--- config.mk ---
export PLATFORM = sky130hd
export DESIGN_NAME = i2c_bus_unjam
export DESIGN_NICKNAME = d
export VERILOG_FILES = /design/src/rtl/i2c_bus_unjam.sv
export SDC_FILE = /design/constraint.sdc
export NUM_CORES = 1
export LEC_CHECK = 0
export ABC_AREA = 1
export BUFFER_PORTS_ARGS = -buffer_cell sky130_fd_sc_hd__buf_2
export CAP_MARGIN = 25
export CORE_AREA = 3 3 40 42
export CTS_CLUSTER_DIAMETER = 40
export DETAILED_ROUTE_END_ITERATION = 8
export DIE_AREA = 0 0 43 45
export PLACE_DENSITY = 0.7
export RECOVER_POWER = 50
export SKIP_LAST_GASP = 1
export SYNTH_ARGS = -nofsm -noshare
export SYNTH_HDL_FRONTEND = slang
export SYNTH_SLANG_ARGS = --single-unit
export TNS_END_PERCENT = 1
--- constraint.sdc ---
create_clock -name clk -period 1.2 [get_ports clk]
set_input_delay 0.06 -clock clk [delete_from_list [all_inputs] [get_ports clk]]
set_output_delay 0.06 -clock clk [all_outputs]
set_load 0.05 [all_outputs]
--- src/rtl/i2c_bus_unjam.sv ---
module i2c_bus_unjam #(
  parameter int NUM_PULSES = 9
) (
  input  logic clk,
  input  logic rst_n,
  input  logic start_i,
  input  logic tick_i,
  output logic scl_o,
  output logic sda_o,
  output logic busy_o,
  output logic done_o
);
  localparam int CNT_W = $clog2(NUM_PULSES + 1);
  localparam logic [CNT_W-1:0] LAST_PULSE = CNT_W'(NUM_PULSES - 1);

  typedef enum logic [2:0] {
    ST_IDLE, ST_ENTRY, ST_LOW, ST_HIGH, ST_STOP_LO, ST_STOP_REL
  } step_t;

  step_t            state;
  logic [CNT_W-1:0] pulse_cnt;
  logic             done_q;

  always_ff @(posedge clk or negedge rst_n) begin
    if (!rst_n) begin
      state     <= ST_IDLE;
      pulse_cnt <= '0;
      done_q    <= 1'b0;
    end else begin
      done_q <= 1'b0;
      case (state)
        ST_IDLE: if (start_i) begin
          state     <= ST_ENTRY;
          pulse_cnt <= '0;
        end
        ST_ENTRY: if (tick_i) state <= ST_LOW;
        ST_LOW:   if (tick_i) state <= ST_HIGH;
        ST_HIGH:  if (tick_i) begin
          if (pulse_cnt == LAST_PULSE) state <= ST_STOP_LO;
          else begin
            state     <= ST_LOW;
            pulse_cnt <= pulse_cnt + 1'b1;
          end
        end
        ST_STOP_LO:  if (tick_i) state <= ST_STOP_REL;
        ST_STOP_REL: if (tick_i) begin
          state  <= ST_IDLE;
          done_q <= 1'b1;
        end
        default: state <= ST_IDLE;
      endcase
    end
  end

  assign scl_o  = (state != ST_LOW);
  assign sda_o  = (state != ST_STOP_LO);
  assign busy_o = (state != ST_IDLE);
  assign done_o = done_q;

  logic             scl_q;
  logic [CNT_W:0]   rise_cnt;

  always_ff @(posedge clk or negedge rst_n) begin
    if (!rst_n) begin
      scl_q    <= 1'b1;
      rise_cnt <= '0;
    end else begin
      scl_q <= scl_o;
      if (state == ST_IDLE && !done_q) rise_cnt <= '0;
      else if (busy_o && scl_o && !scl_q) rise_cnt <= rise_cnt + 1'b1;
    end
  end

  AST_IDLE_RELEASED: assert property (@(posedge clk) disable iff (!rst_n)
    !busy_o |-> (scl_o && sda_o));
  AST_SDA_QUIET_IN_PULSE: assert property (@(posedge clk) disable iff (!rst_n)
    !scl_o |-> sda_o);
  AST_STOP_EDGES_SCL_HIGH: assert property (@(posedge clk) disable iff (!rst_n)
    ($fell(sda_o) || $rose(sda_o)) |-> scl_o);
  AST_HOLD_WITHOUT_TICK: assert property (@(posedge clk) disable iff (!rst_n)
    (busy_o && !tick_i) |=> ($stable(scl_o) && $stable(sda_o) && busy_o));
  AST_DONE_ENDS_BUSY: assert property (@(posedge clk) disable iff (!rst_n)
    done_o |-> (!busy_o && $past(busy_o)));
  AST_DONE_SINGLE: assert property (@(posedge clk) disable iff (!rst_n)
    done_o |=> !done_o);
  AST_PULSE_TOTAL: assert property (@(posedge clk) disable iff (!rst_n)
    done_o |-> (rise_cnt == (CNT_W+1)'(NUM_PULSES)));
  AST_BUSY_START: assert property (@(posedge clk) disable iff (!rst_n)
    (!busy_o && start_i) |=> (busy_o && scl_o && sda_o));
endmodule

==> results.json <==
{
  "grt_overflow": 0,
  "syn_inst": 71,
  "finalCriticalPeriod_ns": 1.27,
  "synth_top_area_share_pct": 38.8,
  "synth_seq_area_share_pct": 38.8,
  "final.setup_skew_ns": 0.00543,
  "peakVddDrop_mv": 0.972,
  "final_util_pct": 55.0,
  "fillers": 110,
  "ys_warn_count": 0,
  "drtPass1Iterations": 4,
  "fmax_ghz": 0.786,
  "swShare_pct": 48.3,
  "clockBufferDepth": 2,
  "synth_top_area_cell": "dfrtp_1",
  "rrSetupSlack_ns": -0.05,
  "grt_pass1_vias": 503,
  "clkPwrFrac_pct": 12.7,
  "p_sw_w": 0.000792,
  "diodes": 0,
  "numCtsBuffers": 3,
  "slew_headroom_pct": 70.4,
  "hold_viol": 0,
  "violations": "setup timing",
  "rows": 13,
  "cap_violations": 0,
  "ys_types": 18,
  "seqPwrFrac_pct": 25.5,
  "cp.required_ns": 1.14,
  "post_drt_wl_per_cell_um": 11.6,
  "period_share_pct": 106,
  "port-buffer-count": 7,
  "hold_path.class": "input port to flip-flop",
  "p_leak_nw": 0.359,
  "layout.cells.non_filler": 106,
  "cts.sinks": 8,
  "area_delta_synth_final_pct": 37.1,
  "syn-num-nets": 77,
  "htree_levels": 1,
  "fp.dieW_um": 43,
  "slew_viol_final": 0,
  "placed_area_um2": 616,
  "coreArea_mm2": 0.00128,
  "setup_viol_count_final": 8,
  "worst-endpoint-arrival_ns": 1.21,
  "grt_antenna_before_repair": 0,
  "drt_wl_total_mm": 1.23,
  "ys_top_cells_by_area": "dfrtp_1 (39%), nand2_1 (14%), nand3_1 (8.7%), inv_1 (5.8%), ha_1 (4.9%)",
  "ios": 8,
  "drt-initial-drc-count": 8,
  "avgViaCountPerCell": 5.08,
  "ant_nets": 0,
  "clkLatencyLatePin_ns": 0.26,
  "crit_path_end_kind": "output port",
  "root_buffer": "clkbuf_4",
  "p_per_area_mw_per_mm2": 2320,
  "dp_cells": 99,
  "vias": 539,
  "fin_area_um2": 707,
  "ys_ff_latch": 8,
  "timing.hold.ws_ns": 0.0689,
  "final_nets": 99,
  "setup.worst_path.start_class": "flip-flop",
  "multi_input_area_um2": 290,
  "grt_max_degree": 9,
  "avgSynthCellArea_um2": 7.26,
  "tightest_slew_ns": 0.445,
  "grt_pass1_wl_mm": 1.92,
  "status": "finished, violations left",
  "clk_pin_slew_worst_paths_ns": 0.05,
  "worstHoldPathCells": 3,
  "gp_congestion": 0.802,
  "grt_usage_pct": 13.5,
  "r2r_cells": 8,
  "design.die.area_mm2": 0.00194,
  "start_util_pct": 40.1,
  "timing.setup.critical_path_class": "flip-flop to output port",
  "regArea_um2": 201,
  "drive_gt1_share_pct": 34.1,
  "hpwl_um": 854,
  "comb_power_share_pct": 61.8,
  "syn_area_um2": 515,
  "route.detailed.drc": 0,
  "critPathMaxFanout": 4,
  "die_h_um": 45,
  "p_int_w": 0.000847,
  "tritoncts": "done",
  "setup_ws_ns": -0.0723,
  "rsz0062_at_grt": "yes"
}
[kinds of logic (layout without fill, tap and decap cells)]
group	Yosys count	count (layout)	synth area share, %
AND/OR/NAND/NOR	45	45	41.3
buffers and inverters	11	31	9.47
flip-flops	8	8	38.8
AO/OA/AOI/OAI	4	4	3.88
adder cells (fa/ha/maj)	2	2	4.85
XOR/XNOR	1	1	1.70
[metal layers]
| layer | vias up | GRT usage (%) | wire length (um) |
|---|---|---|---|
| li1 | 267 | - | - |
| met4 | 0 | 9.04 | 36 |
| met2 | 14 | 23.7 | 604 |
| met5 | - | 0 | 0 |
| met1 | 252 | 15.1 | 552 |
| met3 | 6 | 2.39 | 36 |
[cell usage after synthesis]
master and instances:
buf_6 1, ha_1 2, nor2_2 2, nand3_1 9
inv_1 8, nand4_1 1, dfrtp_1 8, o21ai_1 3
nor4_1 1, nand2_1 19, nand3b_1 1, inv_2 2
xnor2_1 1, nor3_1 1, nor2_1 6, nand2_4 1
nand2_2 4, o21ai_0 1
[worst paths after layout]
kind	start	endpoint
min in group asynchronous	rst_n	done_o$_DFF_PN0_
worst min-delay path	tick_i	done_o$_DFF_PN0_
worst max register to register	pulse_cnt[0]$_DFFE_PN0P_	pulse_cnt[1]$_DFFE_PN0P_
max in group asynchronous	rst_n	state[1]$_DFFE_PN0P_
worst max-delay path	state[0]$_DFFE_PN0P_	sda_o
worst min register to register	pulse_cnt[1]$_DFFE_PN0P_	pulse_cnt[1]$_DFFE_PN0P_
[power groups by stage]
| stage | logic [W] | registers, W | clock network (W) |
|---|---|---|---|
| global route | 0.00110 | 0.000425 | 0.000219 |
| detailed placement | 0.000841 | 0.000409 | 0 |
| global placement | 0.000829 | 0.000408 | 0 |
| finish | 0.00101 | 0.000418 | 0.000208 |
| CTS | 0.000965 | 0.000407 | 0.000216 |
| floorplan | 0.000622 | 0.000401 | 0 |
[stage by stage]
stage	worst slack (ns)	total power (W)	TNS [ns]
4_1_cts	-0.0687	0.00159	-0.393
2_1_floorplan	-0.00899	0.00102	-0.0249
5_1_grt	-0.133	0.00174	-1.05
3_5_place_dp	-0.0477	0.00125	-0.164
3_3_place_gp	-0.0117	0.00124	-0.0130
6_report	-0.0723	0.00164	-0.379
[critical path: stages, from the launching register on]
cell and delay, ns:
dfrtp_1 0.41, buf_6 0.15, nor3_4 0.18, inv_1 0.07, buf_6 0.15
[sequential cells by signal (all words and copies together), names as in the netlist]
| signal | cells |
|---|---|
| state | 3 |
| done_o | 1 |
| pulse_cnt | 4 |
[cells in the final DEF, fill, tap and decap left out, drive strengths merged, types with 2 or more instances in the layout]
cell type	synthesis	layout
buf	1	16
clkbuf	0	4
dfrtp	8	8
ha	2	2
inv	10	10
nand2	24	24
nand3	9	9
nor2	8	8
o21ai	4	4
[layout make-up]
cell class                      count  share of cell area, %
Tap cell                           15                   2.65
Timing Repair Buffer               18                   19.3
Sequential cell                     8                   28.5
Clock buffer                        3                   3.19
Multi-Input combinational cell     52                   41.1
Inverter                           10                   5.31
[timing repair]
action	4_1_cts	5_1_grt
hold buffers	1	0
setup buffers	3	0
setup endpoints to repair	7	10
hold endpoints to repair	8	0
pin swaps	0	2
gates resized for setup	6	4
Note: power is estimated with default switching activity, not from simulation.
